File: src/rtl/fault_seq_pkg.sv
package fault_seq_pkg;

  localparam int WORD_W = 32;

  // word indices of the register map (byte address / 4)
  localparam int IDX_CTRL = 0;
  localparam int IDX_LEN  = 1;
  localparam int IDX_DLY  = 2;
  localparam int IDX_STAT = 3;
  localparam int IDX_CFG0 = 4;

  typedef enum logic [2:0] {
    ST_IDLE   = 3'd0,
    ST_SHIFT  = 3'd1,
    ST_WAIT   = 3'd2,
    ST_ACTIVE = 3'd3,
    ST_DONE   = 3'd4
  } seq_state_t;

endpackage

File: src/rtl/fault_seq_regs.sv
module fault_seq_regs
  import fault_seq_pkg::*;
#(
  parameter int NWORDS  = 4,
  parameter int ADR_W   = 5,
  parameter int DLY_W   = 16,
  parameter int MAX_LEN = NWORDS * WORD_W,
  parameter int LEN_W   = $clog2(MAX_LEN + 1)
) (
  input  logic                     clk,
  input  logic                     rst_ni,
  input  logic                     wb_cyc_i,
  input  logic                     wb_stb_i,
  input  logic                     wb_we_i,
  input  logic [ADR_W-1:0]         wb_adr_i,
  input  logic [WORD_W-1:0]        wb_dat_i,
  output logic [WORD_W-1:0]        wb_dat_o,
  output logic                     wb_ack_o,
  input  logic                     busy_i,
  input  logic                     done_i,
  output logic [MAX_LEN-1:0]       cfg_o,
  output logic [LEN_W-1:0]         len_o,
  output logic [DLY_W-1:0]         dly_o,
  output logic                     mode_o,
  output logic                     start_o,
  output logic                     clear_o
);

  localparam int IW = ADR_W - 2;

  logic              ack_q;
  logic [WORD_W-1:0] dat_q, rdata;
  logic              req, wr, open_wr;
  logic [IW-1:0]     widx;
  logic [LEN_W-1:0]  len_q, len_d;
  logic [DLY_W-1:0]  dly_q;
  logic              mode_q;
  logic [WORD_W-1:0] cfg_q [NWORDS];
  logic              wr_ctrl, wr_len, wr_dly;
  logic [NWORDS-1:0] wr_cfg;
  logic              unused_adr;

  assign unused_adr = ^wb_adr_i[1:0];
  assign req     = wb_cyc_i & wb_stb_i & ~ack_q;
  assign wr      = req & wb_we_i;
  assign open_wr = wr & ~busy_i;
  assign widx    = wb_adr_i[ADR_W-1:2];

  assign wr_ctrl = open_wr & (widx == IW'(IDX_CTRL));
  assign wr_len  = open_wr & (widx == IW'(IDX_LEN));
  assign wr_dly  = open_wr & (widx == IW'(IDX_DLY));

  always_comb begin
    if (wb_dat_i > WORD_W'(MAX_LEN)) len_d = LEN_W'(MAX_LEN);
    else                             len_d = wb_dat_i[LEN_W-1:0];
  end

  // read mux
  always_comb begin
    rdata = '0;
    if (widx == IW'(IDX_CTRL))      rdata = {{(WORD_W-2){1'b0}}, mode_q, 1'b0};
    else if (widx == IW'(IDX_LEN))  rdata = WORD_W'(len_q);
    else if (widx == IW'(IDX_DLY))  rdata = WORD_W'(dly_q);
    else if (widx == IW'(IDX_STAT)) rdata = {{(WORD_W-2){1'b0}}, done_i, busy_i};
    for (int w = 0; w < NWORDS; w++) begin
      if (widx == IW'(IDX_CFG0 + w)) rdata = cfg_q[w];
    end
  end

  always_ff @(posedge clk or negedge rst_ni) begin
    if (!rst_ni) begin
      ack_q <= 1'b0;
      dat_q <= '0;
    end else begin
      ack_q <= req;
      if (req) dat_q <= rdata;
    end
  end

  always_ff @(posedge clk or negedge rst_ni) begin
    if (!rst_ni) begin
      len_q  <= '0;
      dly_q  <= '0;
      mode_q <= 1'b0;
    end else begin
      if (wr_len)  len_q  <= len_d;
      if (wr_dly)  dly_q  <= wb_dat_i[DLY_W-1:0];
      if (wr_ctrl) mode_q <= wb_dat_i[1];
    end
  end

  for (genvar g = 0; g < NWORDS; g++) begin : g_cfg
    assign wr_cfg[g] = open_wr & (widx == IW'(IDX_CFG0 + g));
    always_ff @(posedge clk or negedge rst_ni) begin
      if (!rst_ni)        cfg_q[g] <= '0;
      else if (wr_cfg[g]) cfg_q[g] <= wb_dat_i;
    end
    assign cfg_o[g*WORD_W +: WORD_W] = cfg_q[g];
  end

  assign wb_ack_o = ack_q;
  assign wb_dat_o = dat_q;
  assign len_o    = len_q;
  assign dly_o    = dly_q;
  assign mode_o   = wr_ctrl ? wb_dat_i[1] : mode_q;
  assign start_o  = wr_ctrl & wb_dat_i[0];
  assign clear_o  = wr & (widx == IW'(IDX_STAT)) & wb_dat_i[1];


  ack_next_chk: assert property (@(posedge clk) disable iff (!rst_ni)
    (wb_cyc_i && wb_stb_i && !wb_ack_o) |=> wb_ack_o);


  cfg_hold_chk: assert property (@(posedge clk) disable iff (!rst_ni)
    busy_i |=> ($stable(len_q) && $stable(dly_q) && $stable(mode_q) && $stable(cfg_o)));

endmodule

File: src/rtl/fault_seq_fsm.sv
module fault_seq_fsm
  import fault_seq_pkg::*;
#(
  parameter int MAX_LEN = 128,
  parameter int DLY_W   = 16,
  parameter int LEN_W   = $clog2(MAX_LEN + 1)
) (
  input  logic               clk,
  input  logic               rst_ni,
  input  logic               start_i,
  input  logic               clear_i,
  input  logic               mode_i,
  input  logic [LEN_W-1:0]   len_i,
  input  logic [DLY_W-1:0]   dly_i,
  input  logic [MAX_LEN-1:0] cfg_i,
  output logic               busy_o,
  output logic               done_o,
  output logic               shift_en_o,
  output logic               shift_bit_o,
  output logic               act_o
);

  localparam int IDX_W = $clog2(MAX_LEN);

  seq_state_t       state_q, state_d;
  logic [LEN_W-1:0] cnt_q, cnt_d;
  logic [DLY_W-1:0] dcnt_q, dcnt_d;
  logic             mode_q, mode_d;
  logic             last_bit;

  assign last_bit = (cnt_q == len_i - 1'b1);

  always_comb begin
    state_d = state_q;
    cnt_d   = cnt_q;
    dcnt_d  = dcnt_q;
    mode_d  = mode_q;
    unique case (state_q)
      ST_IDLE: begin
        if (start_i) begin
          cnt_d  = '0;
          dcnt_d = dly_i;
          mode_d = mode_i;
          if (len_i != '0)                   state_d = ST_SHIFT;
          else if (mode_i && dly_i != '0)    state_d = ST_WAIT;
          else                               state_d = ST_ACTIVE;
        end
      end
      ST_SHIFT: begin
        cnt_d = cnt_q + 1'b1;
        if (last_bit) begin
          if (mode_q && dcnt_q != '0) state_d = ST_WAIT;
          else                        state_d = ST_ACTIVE;
        end
      end
      ST_WAIT: begin
        dcnt_d = dcnt_q - 1'b1;
        if (dcnt_q == DLY_W'(1)) state_d = ST_ACTIVE;
      end
      ST_ACTIVE: state_d = ST_DONE;
      ST_DONE:   if (clear_i) state_d = ST_IDLE;
      default:   state_d = ST_IDLE;
    endcase
  end

  always_ff @(posedge clk or negedge rst_ni) begin
    if (!rst_ni) begin
      state_q <= ST_IDLE;
      cnt_q   <= '0;
      dcnt_q  <= '0;
      mode_q  <= 1'b0;
    end else begin
      state_q <= state_d;
      cnt_q   <= cnt_d;
      dcnt_q  <= dcnt_d;
      mode_q  <= mode_d;
    end
  end

  assign shift_en_o  = (state_q == ST_SHIFT);
  assign shift_bit_o = shift_en_o & cfg_i[cnt_q[IDX_W-1:0]];
  assign act_o       = (state_q == ST_ACTIVE) || (state_q == ST_DONE);
  assign busy_o      = (state_q == ST_SHIFT) || (state_q == ST_WAIT) || (state_q == ST_ACTIVE);
  assign done_o      = (state_q == ST_DONE);


  shift_range_chk: assert property (@(posedge clk) disable iff (!rst_ni)
    shift_en_o |-> (cnt_q < len_i));


  imm_act_chk: assert property (@(posedge clk) disable iff (!rst_ni)
    (state_q == ST_SHIFT && last_bit && !mode_q) |=> act_o);


  wait_count_chk: assert property (@(posedge clk) disable iff (!rst_ni)
    (state_q == ST_WAIT) |=> ((state_q == ST_WAIT && dcnt_q == $past(dcnt_q) - 1'b1)
                              || state_q == ST_ACTIVE));


  clear_drop_chk: assert property (@(posedge clk) disable iff (!rst_ni)
    (state_q == ST_DONE && clear_i) |=> !act_o);


  done_hold_chk: assert property (@(posedge clk) disable iff (!rst_ni)
    (state_q == ST_DONE && !clear_i) |=> (done_o && !shift_en_o));

endmodule

File: src/rtl/fault_seq_drive.sv
module fault_seq_drive #(
  parameter int NCORES = 4
) (
  input  logic              shift_bit_i,
  input  logic              act_i,
  output logic [NCORES-1:0] scan_do_o,
  output logic [NCORES-1:0] fault_act_o
);

  for (genvar c = 0; c < NCORES; c++) begin : g_core
    assign scan_do_o[c]   = shift_bit_i;
    assign fault_act_o[c] = act_i;
  end

endmodule

File: src/rtl/fault_seq_top.sv
module fault_seq_top
  import fault_seq_pkg::*;
#(
  parameter int NWORDS = 4,
  parameter int NCORES = 4,
  parameter int DLY_W  = 16,
  parameter int ADR_W  = $clog2((IDX_CFG0 + NWORDS) * 4)
) (
  input  logic              clk,
  input  logic              rst_n,
  input  logic              wb_cyc_i,
  input  logic              wb_stb_i,
  input  logic              wb_we_i,
  input  logic [ADR_W-1:0]  wb_adr_i,
  input  logic [31:0]       wb_dat_i,
  output logic [31:0]       wb_dat_o,
  output logic              wb_ack_o,
  output logic              scan_en_o,
  output logic [NCORES-1:0] scan_do_o,
  output logic [NCORES-1:0] fault_act_o
);

  localparam int MAX_LEN = NWORDS * WORD_W;
  localparam int LEN_W   = $clog2(MAX_LEN + 1);

  logic               rst_s1, rst_s2;
  logic               busy, done, start, clear, mode;
  logic               shift_bit, act;
  logic [MAX_LEN-1:0] cfg;
  logic [LEN_W-1:0]   len;
  logic [DLY_W-1:0]   dly;

  always_ff @(posedge clk or negedge rst_n) begin
    if (!rst_n) begin
      rst_s1 <= 1'b0;
      rst_s2 <= 1'b0;
    end else begin
      rst_s1 <= 1'b1;
      rst_s2 <= rst_s1;
    end
  end

  fault_seq_regs #(
    .NWORDS(NWORDS), .ADR_W(ADR_W), .DLY_W(DLY_W), .MAX_LEN(MAX_LEN), .LEN_W(LEN_W)
  ) u_regs (
    .clk(clk), .rst_ni(rst_s2),
    .wb_cyc_i(wb_cyc_i), .wb_stb_i(wb_stb_i), .wb_we_i(wb_we_i),
    .wb_adr_i(wb_adr_i), .wb_dat_i(wb_dat_i), .wb_dat_o(wb_dat_o), .wb_ack_o(wb_ack_o),
    .busy_i(busy), .done_i(done),
    .cfg_o(cfg), .len_o(len), .dly_o(dly), .mode_o(mode),
    .start_o(start), .clear_o(clear)
  );

  fault_seq_fsm #(
    .MAX_LEN(MAX_LEN), .DLY_W(DLY_W), .LEN_W(LEN_W)
  ) u_fsm (
    .clk(clk), .rst_ni(rst_s2),
    .start_i(start), .clear_i(clear), .mode_i(mode),
    .len_i(len), .dly_i(dly), .cfg_i(cfg),
    .busy_o(busy), .done_o(done),
    .shift_en_o(scan_en_o), .shift_bit_o(shift_bit), .act_o(act)
  );

  fault_seq_drive #(.NCORES(NCORES)) u_drive (
    .shift_bit_i(shift_bit), .act_i(act),
    .scan_do_o(scan_do_o), .fault_act_o(fault_act_o)
  );

endmodule

File: config.mk
export PLATFORM = sky130hd
export DESIGN_NAME = fault_seq_top
export DESIGN_NICKNAME = d
export VERILOG_FILES = /design/src/rtl/fault_seq_pkg.sv /design/src/rtl/fault_seq_regs.sv /design/src/rtl/fault_seq_fsm.sv /design/src/rtl/fault_seq_drive.sv /design/src/rtl/fault_seq_top.sv
export SDC_FILE = /design/constraint.sdc
export NUM_CORES = 1
export LEC_CHECK = 0
export BUFFER_PORTS_ARGS = -buffer_cell sky130_fd_sc_hd__buf_4
export CAP_MARGIN = 20
export CORE_MARGIN = 4
export CORE_UTILIZATION = 45
export DETAILED_ROUTE_END_ITERATION = 12
export HOLD_SLACK_MARGIN = 0.03
export SYNTH_ARGS = -nofsm -noshare
export SYNTH_HDL_FRONTEND = slang
export SYNTH_SLANG_ARGS = --single-unit
export TNS_END_PERCENT = 5
File: constraint.sdc
create_clock -name clk -period 10.78 [get_ports clk]
set_input_delay 2.695 -clock clk [delete_from_list [all_inputs] [get_ports clk]]
set_output_delay 2.695 -clock clk [all_outputs]
set_load 0.05 [all_outputs]
==> metrics.md <==
| Metric | Value |
|---|---|
| Die area | `27200 µm²` |
| Hold Crit Depth | `0` |
| Die Y | `165 µm` |
| Postcts setup bufs | `0` |
| Mux cell area share after synthesis | `27.2%` |
| Clock power share | `29.0%` |
| Delay-heaviest family, CP | `compound AO/OA/AOI/OAI gates` |
| Max-cap viol count | `0` |
| WL final | `29200 µm` |
| Final Hold Fails | `0` |
| Slew Viols, Final | `0` |
| Total GRT Usage | `21.9%` |
| Critical path class | `flop to output pin` |
| Post-Synth XOR/XNOR Area | `0.868%` |
| Most used DFF post-synth | `dfrtp_1` |
| Initial Util | `45.6%` |
| Largest family of logic cells by synthesized area | `multiplexers` |
| Post-route cell area | `12800 µm²` |
| Ys Warns | `0` |
| Final period util | `60.4%` |
| Initial DRT Pass Iterations | `5` |
| Worst reg-to-reg path cell count | `7` |
| Crit-path cells | `buf_4, mux4_2, mux2i_1, mux2i_1, a2111oi_0, a211o_1, o31ai_1, buf_4` |
| Flop pwr share | `40.8%` |
| DP Wirelength | `19700 µm` |
| Synth Area in Adders | `0.451%` |
| Reg2Reg Capture Point | `u_regs.cfg_o[119]` |
| Placed instance area | `11900 µm²` |
| Via/cell ratio | `6.01` |
| Logic pwr share | `30.2%` |
| Total core area | `24300 µm²` |
| Peak VDD IR | `0.165 mV` |
| Critical path arrival | `3.81 ns` |
| Max_slew headroom | `35.4%` |
| Min-delay src | `rst_s1` |
| Psw | `1.04 mW` |
| Cells after DPL | `1237` |
| CTS max path bufs | `3` |
| Initial DRC Count | `608` |
| Number of synthesized flops with an enable pin | `0` |
| Initial antenna violation count | `0` |
| Post-synth ARST share | `100%` |
| Req. time, crit path | `8.09 ns` |
| Die Span X | `165 µm` |
| Setup tns final | `0 ns` |
| Clock sink total | `216` |
| Tightest Pin Transition | `0.969 ns` |
| WL/cell | `22.8 µm` |
| RD Place Congestion | `0.878` |
| RSZ-0062 raised after global routing | `false` |
| Synthesized area | `11100 µm²` |
| Global-route wire length before repair | `46200 µm` |
| Cell Pwr Density | `239 nW/µm²` |
| Worst path depth | `8` |
| Vias in the first global route | `7784` |
| CP max stage cell | `buf_4` |
| Simple-gate share of the synthesized area | `8.73%` |
| Vias | `7700` |
| Outcome | `complete, no violations` |
| Synth Area in Compound Gates | `10.3%` |
| Final cell count without fillers | `1282` |
| Fraction of layout cells with a size suffix above 1 | `35.5%` |
| Antenna Nets Post-Route | `0` |
| CTS root buf | `clkbuf_16` |
| Yosys cell types | `65` |
| CP bufs+invs | `2` |
| Post-layout minimum cycle time | `6.51 ns` |
| Count of final setup violators | `0` |
| Syn_area_per_cell | `12.4 µm²` |
| Sequential cell area fraction in the yosys report | `48.7%` |
| Pleak | `5.68 nW` |
| Reg2reg setup slack | `7.54 ns` |
| CTS Buf Count | `25` |
| Clk_skew | `0.0125 ns` |
| Internal power | `2.01 mW` |
| Synthesized instance count | `894` |
| Rows | `57` |
| Most frequent cells in the layout | `214 x dfrtp_1, 144 x mux2_2, 91 x buf_4, 53 x nand2_1, 44 x mux4_2` |
| Worst-path clk slew | `0.06 ns` |
| Critical path startpoint category | `flop` |
| Num ports | `84` |
| PostCTS Resize Cnt | `0` |
| Synth Register Bits | `216` |
| Most common cell after layout, fill and taps aside | `dfrtp_1` |
| Worst r2r src | `u_regs.wb_ack_o` |
| Hold Path Sink | `rst_s2` |
| H-tree level count | `1` |
| Sw frac | `34.1%` |
| Syn nets | `940` |
| Nets | `987` |
| Gr ovfl total | `0` |
| Clock latency on the worst-skew pair | `0.52 ns` |
| Largest net degree at the start of global routing | `78` |
| Worst-path fanout max | `39` |
| Antenna cells | `0` |
| Fmax | `0.154 GHz` |
| Area Growth Syn to Fin | `15.0%` |
| Hold Buf Count CTS | `0` |
| Critical Path Sink Type | `output pin` |
| Worst hold path class | `flop to flop` |
| Port buffer count | `81` |
| DRC violations left | `0` |
| Worst path max stage delay | `0.63 ns` |
| Clock tree from TritonCTS | `done` |
## synthesized netlist by cell type (all sizes together) (3+ instances only)
cell type  count  area, µm²
a221o          3       30.0
xor2           5       43.8
mux2         146       1640
nand4          8       50.1
and2           3       18.8
mux4          44        991
a2111oi        4       35.0
buf           44        263
nand3         20        105
xnor2          6       52.6
a221oi        12        105
o21ai         44        220
or3            7       43.8
nor3           7       40.0
nor2b         10       62.6
a22o          33        289
or2            4       27.5
o211ai        12       90.1
o31ai          5       37.5
nor4          18        134
a211oi         4       30.0
o22ai          5       31.3
o311ai         3       26.3
nand2         53        199
nor2          44        165
a21oi         13       68.8
inv           12       45.0
a31oi          7       43.8
a22oi          7       52.6
clkbuf        29        109
ha             4       50.1
dfrtp        216       5410
mux2i         38        380
## sequential cells by signal (all words and copies together), names as in the netlist, 3 cells and up
name             flops
u_fsm.cnt_q          8
u_fsm.dcnt_q        16
u_fsm.state_q        3
u_regs.cfg_o       128
u_regs.dly_o        16
u_regs.len_o         8
u_regs.wb_dat_o     32
## routing by layer
layer,vias to the layer above,share of wire [%],global-route usage (%),routed length (µm)
li1,3471,-,-,-
met5,-,0,0,0
met4,0,1.9,4.88,553
met3,41,4.7,2.97,1380
met2,188,47,33.6,13600
met1,4000,47,33.2,13700
## layout make-up
type	count	area (µm²)
Clock buffer	36	747
Clock inverter	8	118
Fill cell	2126	11600
Inverter	12	45.0
Multi-Input combinational cell	593	5300
Sequential cell	216	5410
Tap cell	324	405
Timing Repair Buffer	93	731
## worst max path at each step
stage / from / end
floorplan: rst_s2 / u_fsm.cnt_q[0]
global placement: u_fsm.cnt_q[0] / scan_do_o[0]
detailed placement: u_fsm.cnt_q[0] / scan_do_o[3]
CTS: u_fsm.cnt_q[0] / scan_do_o[3]
global route: u_fsm.cnt_q[0] / scan_do_o[3]
finish: u_fsm.cnt_q[0] / scan_do_o[3]
## per-stage QoR
step / hold slack, ns / total power, mW / utilization [%] / worst slack [ns]
finish: 0.348 / 3.06 / 52.5 / 4.27
global route: 0.360 / 3.21 / 52.5 / 4.17
CTS: 0.355 / 3.07 / 52.4 / 4.26
detailed placement: 0.342 / 2.18 / 48.8 / 4.82
global placement: 0.337 / 2.17 / 48.7 / 4.83
floorplan: 0.331 / 1.93 / - / 4.32
## kinds of logic after synthesis
logic type                 Yosys count
AOI/OAI and AO/OA                  161
xor gates and xnor gates            11
and+or+nand+nor                    188
DFF                                216
adders and majority gates            4
muxes                              228
other                                1
buffers and inverters               85
## power by group through the flow
stage | combinational, mW | clock (mW) | sequential (mW)
finish | 0.923 | 0.885 | 1.25
CTS | 0.928 | 0.900 | 1.25
global placement | 0.913 | 0 | 1.25
global route | 0.996 | 0.936 | 1.28
floorplan | 0.699 | 0 | 1.23
detailed placement | 0.925 | 0 | 1.26
Note: power is estimated with default switching activity, not from simulation.
